===== src/rtl/fec_mb_pkg.sv =====
package fec_mb_pkg;
  // degree of the Fire-code generator and its low-order feedback taps
  localparam int unsigned FEC_PAR_W = 26;
  localparam logic [FEC_PAR_W-1:0] FEC_POLY = 26'h0220211;
  // header stream layout, fixed for a 26-bit parity word
  localparam int unsigned HDR_LEN       = 32;
  localparam int unsigned HDR_EOEMB_POS = FEC_PAR_W - 4;
  localparam int unsigned HDR_PILOT_POS = FEC_PAR_W + 1;
  localparam logic [4:0]  HDR_PILOT_PAT = 5'b00001; // bit 4 goes out first
  localparam logic [1:0]  SH_ONE  = 2'b10;
  localparam logic [1:0]  SH_ZERO = 2'b01;
endpackage


===== src/rtl/fec_par_calc.sv =====
module fec_par_calc #(
  parameter int unsigned BLK_W = 64,
  parameter int unsigned PAR_W = 26,
  parameter logic [PAR_W-1:0] POLY = 26'h0220211
) (
  input  logic [PAR_W-1:0] seed,
  input  logic [BLK_W-1:0] blk,
  output logic [PAR_W-1:0] res
);
  // one stage per payload bit, MSB of the block first
  logic [PAR_W-1:0] chain [BLK_W+1];

  assign chain[0] = seed;

  for (genvar i = 0; i < BLK_W; i++) begin : g_stage
    logic fb;
    assign fb = chain[i][PAR_W-1] ^ blk[BLK_W-1-i];
    assign chain[i+1] = {chain[i][PAR_W-2:0], 1'b0} ^ (POLY & {PAR_W{fb}});
  end

  assign res = chain[BLK_W];
endmodule


===== src/rtl/fec_hdr_map.sv =====
module fec_hdr_map
  import fec_mb_pkg::*;
#(
  parameter int unsigned PAR_W = FEC_PAR_W,
  parameter int unsigned POS_W = 5
) (
  input  logic [POS_W-1:0] pos,
  input  logic [PAR_W-1:0] par,
  input  logic             eoemb,
  output logic             bit_o
);
  int unsigned        p;
  logic [PAR_W-1:0]   par_sh;
  logic [4:0]         pil_sh;

  always_comb begin
    p      = int'(pos);
    par_sh = '0;
    pil_sh = '0;
    bit_o  = 1'b0;
    if (p < HDR_EOEMB_POS) begin
      par_sh = par >> (PAR_W - 1 - p);
      bit_o  = par_sh[0];
    end else if (p == HDR_EOEMB_POS) begin
      bit_o  = eoemb;
    end else if (p < HDR_PILOT_POS) begin
      par_sh = par >> (PAR_W - p);
      bit_o  = par_sh[0];
    end else begin
      pil_sh = HDR_PILOT_PAT >> (HDR_LEN - 1 - p);
      bit_o  = pil_sh[0];
    end
  end
endmodule


===== src/rtl/fec_mb_seq.sv =====
module fec_mb_seq #(
  parameter int unsigned MB_BLOCKS = 32,
  parameter int unsigned POS_W     = 5,
  parameter int unsigned MB_CNT_W  = 6
) (
  input  logic                clk,
  input  logic                rst_n,
  input  logic                accept,
  input  logic                sob,
  input  logic [MB_CNT_W-1:0] emb_len,
  output logic [POS_W-1:0]    pos,
  output logic                last_blk,
  output logic                eoemb
);
  logic [POS_W-1:0]    blk_cnt_q, blk_cnt_d;
  logic [MB_CNT_W-1:0] mb_cnt_q, mb_cnt_d;
  logic [MB_CNT_W-1:0] len_eff;
  logic                blk_en, mb_en;

  always_comb begin
    pos      = sob ? '0 : blk_cnt_q;
    last_blk = (pos == POS_W'(MB_BLOCKS - 1));
    len_eff  = (emb_len == '0) ? MB_CNT_W'(1) : emb_len;
    eoemb    = (mb_cnt_q >= (len_eff - MB_CNT_W'(1)));
    blk_en   = accept;
    mb_en    = accept && last_blk;
    blk_cnt_d = last_blk ? '0 : (pos + POS_W'(1));
    mb_cnt_d  = eoemb ? '0 : (mb_cnt_q + MB_CNT_W'(1));
  end

  always_ff @(posedge clk or negedge rst_n) begin
    if (!rst_n) begin
      blk_cnt_q <= '0;
      mb_cnt_q  <= '0;
    end else begin
      if (blk_en) blk_cnt_q <= blk_cnt_d;
      if (mb_en)  mb_cnt_q  <= mb_cnt_d;
    end
  end
endmodule


===== src/rtl/fec_mb_encoder.sv =====
module fec_mb_encoder
  import fec_mb_pkg::*;
#(
  parameter int unsigned BLK_W     = 64,
  parameter int unsigned MB_BLOCKS = 32,
  parameter int unsigned PAR_W     = FEC_PAR_W,
  localparam int unsigned POS_W    = $clog2(MB_BLOCKS),
  localparam int unsigned MB_CNT_W = $clog2(MB_BLOCKS + 1)
) (
  input  logic                clk,
  input  logic                rst_n,
  input  logic                in_valid,
  output logic                in_ready,
  input  logic                in_sob,
  input  logic [BLK_W-1:0]    in_data,
  input  logic [MB_CNT_W-1:0] emb_len,
  output logic                out_valid,
  output logic [BLK_W-1:0]    out_data,
  output logic [1:0]          out_hdr,
  output logic [PAR_W-1:0]    par_word
);
  logic                accept;
  logic [POS_W-1:0]    pos;
  logic                last_blk, eoemb, hbit;
  logic [PAR_W-1:0]    seed, step_res;
  logic [PAR_W-1:0]    acc_q, acc_d, hold_q, hold_d;
  logic                rdy_q;
  logic                ov_q, ov_d;
  logic [BLK_W-1:0]    od_q, od_d;
  logic [1:0]          oh_q, oh_d;
  logic                acc_en, hold_en;

  assign accept = in_valid && rdy_q;

  fec_mb_seq #(
    .MB_BLOCKS (MB_BLOCKS),
    .POS_W     (POS_W),
    .MB_CNT_W  (MB_CNT_W)
  ) u_seq (
    .clk      (clk),
    .rst_n    (rst_n),
    .accept   (accept),
    .sob      (in_sob),
    .emb_len  (emb_len),
    .pos      (pos),
    .last_blk (last_blk),
    .eoemb    (eoemb)
  );

  fec_par_calc #(
    .BLK_W (BLK_W),
    .PAR_W (PAR_W),
    .POLY  (FEC_POLY)
  ) u_calc (
    .seed (seed),
    .blk  (in_data),
    .res  (step_res)
  );

  fec_hdr_map #(
    .PAR_W (PAR_W),
    .POS_W (POS_W)
  ) u_map (
    .pos   (pos),
    .par   (hold_q),
    .eoemb (eoemb),
    .bit_o (hbit)
  );

  // next-state logic
  always_comb begin
    seed    = (pos == '0) ? '0 : acc_q;
    acc_en  = accept;
    hold_en = accept && last_blk;
    acc_d   = step_res;
    hold_d  = step_res;
    ov_d    = accept;
    od_d    = in_data;
    oh_d    = hbit ? SH_ONE : SH_ZERO;
  end

  // registers
  always_ff @(posedge clk or negedge rst_n) begin
    if (!rst_n) begin
      rdy_q  <= 1'b0;
      acc_q  <= '0;
      hold_q <= '0;
      ov_q   <= 1'b0;
      od_q   <= '0;
      oh_q   <= SH_ZERO;
    end else begin
      rdy_q <= 1'b1;
      ov_q  <= ov_d;
      if (acc_en)  acc_q  <= acc_d;
      if (hold_en) hold_q <= hold_d;
      if (accept) begin
        od_q <= od_d;
        oh_q <= oh_d;
      end
    end
  end

  assign in_ready  = rdy_q;
  assign out_valid = ov_q;
  assign out_data  = od_q;
  assign out_hdr   = oh_q;
  assign par_word  = hold_q;
endmodule


===== config.mk =====
export PLATFORM = sky130hd
export DESIGN_NAME = fec_mb_encoder
export DESIGN_NICKNAME = d
export VERILOG_FILES = /design/src/rtl/fec_mb_pkg.sv /design/src/rtl/fec_par_calc.sv /design/src/rtl/fec_hdr_map.sv /design/src/rtl/fec_mb_seq.sv /design/src/rtl/fec_mb_encoder.sv
export SDC_FILE = /design/constraint.sdc
export NUM_CORES = 1
export LEC_CHECK = 0
export ABC_AREA = 0
export BUFFER_PORTS_ARGS = -buffer_cell sky130_fd_sc_hd__buf_2
export CORE_ASPECT_RATIO = 0.7
export CORE_MARGIN = 2
export CORE_UTILIZATION = 34
export DETAILED_ROUTE_END_ITERATION = 10
export PLACE_DENSITY_LB_ADDON = 0.15
export REMOVE_ABC_BUFFERS = 1
export SLEW_MARGIN = 15
export SYNTH_ARGS = -nofsm -noshare
export SYNTH_HDL_FRONTEND = slang
export SYNTH_SLANG_ARGS = --single-unit

===== constraint.sdc =====
create_clock -name clk -period 12.1 [get_ports clk]
set_clock_uncertainty 0.2 [all_clocks]
set_input_delay 3.025 -clock clk [delete_from_list [all_inputs] [get_ports clk]]
set_output_delay 3.025 -clock clk [all_outputs]
set_load 0.01 [all_outputs]

### Yosys cells after proc, flatten, opt, wreduce, memory -nomap -nowiden

Cells that the tools add are included.

| storage, ports and cells | value |
|---|---|
| register bits after elaboration | 131 |
| word-level logic and storage cells | 163 |

| cells by class | value |
|---|---|
| add/sub/neg operators | 6 |
| order comparisons | 3 |
| equality and inequality tests | 2 |
| shift operators | 3 |
| muxes and demuxes | 9 |
| bitwise operators | 128 |
| reduce and logical (&&, ||, !) cells | 4 |

Operators with widths:

| operator | count |
|---|---|
| $xor 26x22->26 | 64 |
| $shr 26x32->1 | 2 |
| $xor 1x1->1 | 64 |
| $shr 1x32->1 const A | 1 |
| $mux 26 | 1 |
| $sub 5x5->6 const A | 3 |
| $mux 6 | 2 |
| $eq 5x5->1 const B | 2 |
| $lt 5x5->1 const B | 2 |
| $mux 5 | 2 |
| $add 6x1->6 const B | 1 |
| $ge 6x6->1 | 1 |
| $logic_not 6->1 | 1 |
| $sub 6x1->6 const B | 1 |
| $add 5x1->5 const B | 1 |
| $logic_not 5->1 | 1 |
| $mux 1 | 3 |
| $logic_and 1x1->1 | 2 |
| $mux 2 | 1 |

### Depth between registers and ports, before layout

| logic depth | value |
|---|---|
| word-level depth | 131 |
| gate-level depth with buffers | 19 |

### Hierarchy

From an unflattened synthesis, not the netlist that was laid out.

| second synthesis, totals | value |
|---|---|
| cells, all modules | 682 |
| area total of the unflattened synthesis | 9,196.3 µm² |

By module, submodules not included:

| module | times used | cells an instance | area an instance (µm²) | sequential area each (µm²) |
|---|---|---|---|---|
| fec_mb_encoder | 1 | 286 | 4,934.7 | 3,004.1 |
| fec_par_calc | 1 | 203 | 2,650.0 | 0.0 |
| fec_hdr_map | 1 | 107 | 820.8 | 0.0 |
| fec_mb_seq | 1 | 86 | 790.8 | 275.3 |

### Worst setup path before layout

OpenSTA, ideal clock, no wires.

| timing | value |
|---|---|
| path type | input -> register |
| start point | input in_sob |
| end point | register acc_q[19] |
| data arrival time | 6.346 ns |
| path slack | 5.424 ns |
| cell stages on the path | 14 |
| cell sequence | clkbuf_1 -> nand2b_1 -> clkbuf_1 -> ha_1 -> o21a_1 -> buf_2 -> nor2_1 -> xnor2_1 -> xnor3_1 -> xnor2_1 -> xnor2_2 -> xnor3_2 -> xor3_1 -> o21ai_1 |

| on the way | value |
|---|---|
| cells in the longest elaborated chain, start to end | 80 |
| elaborated cells between the ends (all ways) | 119 |
| those cells by class | mux: 2; bitwise: 116; reduce/logical: 1 |

Ends and longest elaborated chain:

| item | line | RTL |
|---|---|---|
| start: declaration | fec_mb_encoder.sv:14 | `input logic in_sob,` |
| $mux 5 (*) | fec_mb_seq.sv:21 | `pos = sob ? '0 : blk_cnt_q;` |
| $logic_not 5->1 (*) | fec_mb_encoder.sv:72 | `seed = (pos == '0) ? '0 : acc_q;` |
| $mux 26 (*) | fec_mb_encoder.sv:72 |  |
| $xor 26x22->26 (*) | fec_par_calc.sv:18 | `assign chain[i+1] = {chain[i][PAR_W-2:0], 1'b0} ^ (POLY & {PAR_W{fb}});` |
| $xor 1x1->1 | fec_par_calc.sv:17 | `assign fb = chain[i][PAR_W-1] ^ blk[BLK_W-1-i];` |
| $xor 26x22->26 (*) (5 in a row) | fec_par_calc.sv:18 |  |
| $xor 1x1->1 | fec_par_calc.sv:17 |  |
| $xor 26x22->26 (*) (5 in a row) | fec_par_calc.sv:18 |  |
| [... 42 more ...] | n/a |  |
| $xor 1x1->1 | fec_par_calc.sv:17 |  |
| $xor 26x22->26 (*) (5 in a row) | fec_par_calc.sv:18 |  |
| $xor 1x1->1 | fec_par_calc.sv:17 |  |
| $xor 26x22->26 (*) (5 in a row) | fec_par_calc.sv:18 |  |
| $xor 1x1->1 | fec_par_calc.sv:17 |  |
| $xor 26x22->26 (*) (5 in a row) | fec_par_calc.sv:18 |  |
| $xor 1x1->1 | fec_par_calc.sv:17 |  |
| $xor 26x22->26 (*) (3 in a row) | fec_par_calc.sv:18 |  |
| end signal: assignment | fec_mb_encoder.sv:86 | `acc_q <= '0;` |
| end signal: assignment | fec_mb_encoder.sv:94 | `if (acc_en) acc_q <= acc_d;` |
| end: declaration | fec_mb_encoder.sv:26 | `logic [PAR_W-1:0] acc_q, acc_d, hold_q, hold_d;` |

Every way passes the cells marked *; elsewhere a longest branch is shown, timed or not.
A chain may end at the register's enable or synchronous reset.

### Final worst setup path

Same ends and word-level chain as after synthesis.

==> out/metrics.yaml <==
outcome: "completed"
io_pins: 168
viasPerCell: 4.74
ys_seq_elements: 131
cts_root_buf: "clkbuf_16"
cp_num_buf_inv: 1
worstHoldPathType: "reg -> reg"
remaining_drc_errors: 0
area_growth_pct: 18.5
min_from: "out_data[28]"
cts_max_level: 4
drt_iter0_markers: 463
cts_setup_buffers: 0
ys_warn_count: 0
path_clk_slew_ns: 0.06
cp_top_family: "XOR/XNOR gates"
path_cells: "buf_2, nand2b_1, ha_1, o21a_1, nor2_1, xnor2_1, xnor3_1, xnor2_1, xnor2_2, xnor3_2, xor3_1, o21ai_1"
ant_nets: 0
startpoint: "in_sob"
synth_area_per_cell_um2: 9.34
required_ns: 12.17
async_flop_share: 1.00
ys_seq_area_frac: 0.348
crit_top_cell: "xnor2_1"
grt_max_degree: 74
cp_max_fo: 25
cp_slowest_stage_delay_ns: 0.75
cts_made_buffers: 17
timing.final.crit_share: 0.585
synthCells: 1008
wl_per_cell_um: 18.3
core_region_area_um2: 27000
cts_buffer_depth: 2
hold_viol_final: 0
fin_crit_ns: 7.08
overflow: 0
antenna_found_initial: 0
cts_tree: "yes"
timing.fmax_ghz: 0.141
tightest_slew_ns: 0.929
final_nets: 1226
synth_ff_type: "dfrtp_1"
port_buffers: 167
syn_area_um2: 9410
maxCapViolations: 0
place.gp.congestion: 0.896
slowest_stage: "nand2b_1"
grt_pass1_wl_um: 42900
relSlewSlack: 0.381
fp.dieH_um: 143
clock-sinks: 131
dp_hpwl_um: 21200
n_antenna_cell: 0
rsz0062_at_grt: "false"
final-setup-viol-count: 0
path_class: "in -> reg"
synth_cell_types: 50
placementRows: 50
drive_gt1_frac: 0.200
ctsHoldBuffers: 0
worstReg2RegStart: "u_seq.blk_cnt_q[0]"
fp.dieW_um: 203
synth_edf_count: 0
arrival_ns: 7.16
crit_path_start_kind: "input pin"
clk_latency_ns: 0.43
slew_violations: 0
die_area_um2: 29000
grt_pass1_vias: 7004
tns_ns: 0
wl_um: 27800
num-fill-cells: 2671
start_util: 0.349
firstDrtPassIters: 5
cp-end-kind: "register"
post_cts_resized: 0
vias: 7172
grt_usage: 0.198
-- sequential cells by signal (all words and copies together), names as in the netlist --
name / cells
par_word: 26
acc_q: 26
out_data: 64
out_hdr: 2
u_seq.mb_cnt_q: 6
in_ready: 1
out_valid: 1
u_seq.blk_cnt_q: 5
-- routing by layer --
metal  wire [um]  vias to the layer above  GRT usage  part of all wire
met4         221                        0     0.0392            0.0080
li1            -                     3531          -                 -
met1       14700                     3478      0.306              0.53
met5           0                        -          0                 0
met2       11500                      148      0.280              0.41
met3        1340                       15     0.0440             0.048
-- worst paths after layout --
check                      slack [ns]  depth (start not counted)      endpoint
max                              5.02                         12     acc_q[19]
min                              0.27                          2  out_data[28]
max reg2reg                      7.43                         11     acc_q[20]
min reg2reg                      0.27                          2  out_data[28]
max in group asynchronous        7.99                          2     acc_q[13]
min in group asynchronous        2.36                          1   out_data[1]
-- per-stage QoR --
stage               instance area [um2]  hold WS [ns]   util  instances  worst slack (ns)
finish                            11200         0.266  0.414       1514              5.02
global route                      11200         0.284  0.414       1514              4.80
CTS                               11200         0.272  0.414       1514              5.07
detailed placement                10500         0.257  0.389       1482              4.66
global placement                  10500         0.252  0.389       1482              4.77
floorplan                          9150         0.264      -        946              3.80
-- cell families (layout without fill, tap and decap cells) --
family,count (synthesis),after routing,synth area share
AO/OA/AOI/OAI,120,120,0.0763
XOR/XNOR,274,274,0.345
adder cells (fa/ha/maj),15,15,0.0199
buffers and inverters,68,210,0.0299
flip-flops,131,131,0.348
multiplexers,17,17,0.0201
other,1,1,0.000399
AND/OR/NAND/NOR,382,382,0.160
-- area by class of cell --
class	count	area (um2)	area share
clock inverter	13	206	0.0185
sequential	131	3280	0.294
tap	364	455	0.0408
multi-input combinational	809	5860	0.525
inverter	6	22.5	0.00202
clock buffer	19	453	0.0406
timing repair buffer	172	880	0.0789
-- worst min-delay path, cell delays in order (launching register included) --
cell,delay [ns]
dfrtp_1,0.33
nand2_1,0.05
nand2_1,0.05
-- synthesized netlist by cell type, types with 7 or more instances --
cell,number,share of area
a21oi_1,18,0.0096
xor2_1,61,0.057
xnor3_1,43,0.10
nand3_1,11,0.0058
nand2_1,317,0.13
ha_1,15,0.020
nor2_1,32,0.013
xnor2_1,150,0.14
a221oi_1,11,0.010
dfrtp_1,130,0.35
buf_2,12,0.0064
mux2i_1,11,0.012
clkbuf_1,45,0.018
o21ai_0,59,0.031
xor3_1,7,0.018
-- cells in the final DEF (no fill, tap or decap), drive strengths merged, types with 2 or more instances in the layout --
cell	count
a21o	6
ha	15
xor3	8
a31oi	4
a21oi	18
a221oi	11
and2	2
nand3	11
mux2i	11
buf	172
nor2	32
nand2b	6
clkbuf	19
o31ai	3
o21ai	65
inv	6
nor3	4
xor2	62
xnor2	155
bufinv	5
mux2	5
clkinv	6
o211ai	4
clkinvlp	2
nand2	317
dfrtp	130
nor2b	4
xnor3	49
and3	3
Power is not shown: default switching activity piles up to over one toggle a cycle in this logic, so the estimate is an artifact.
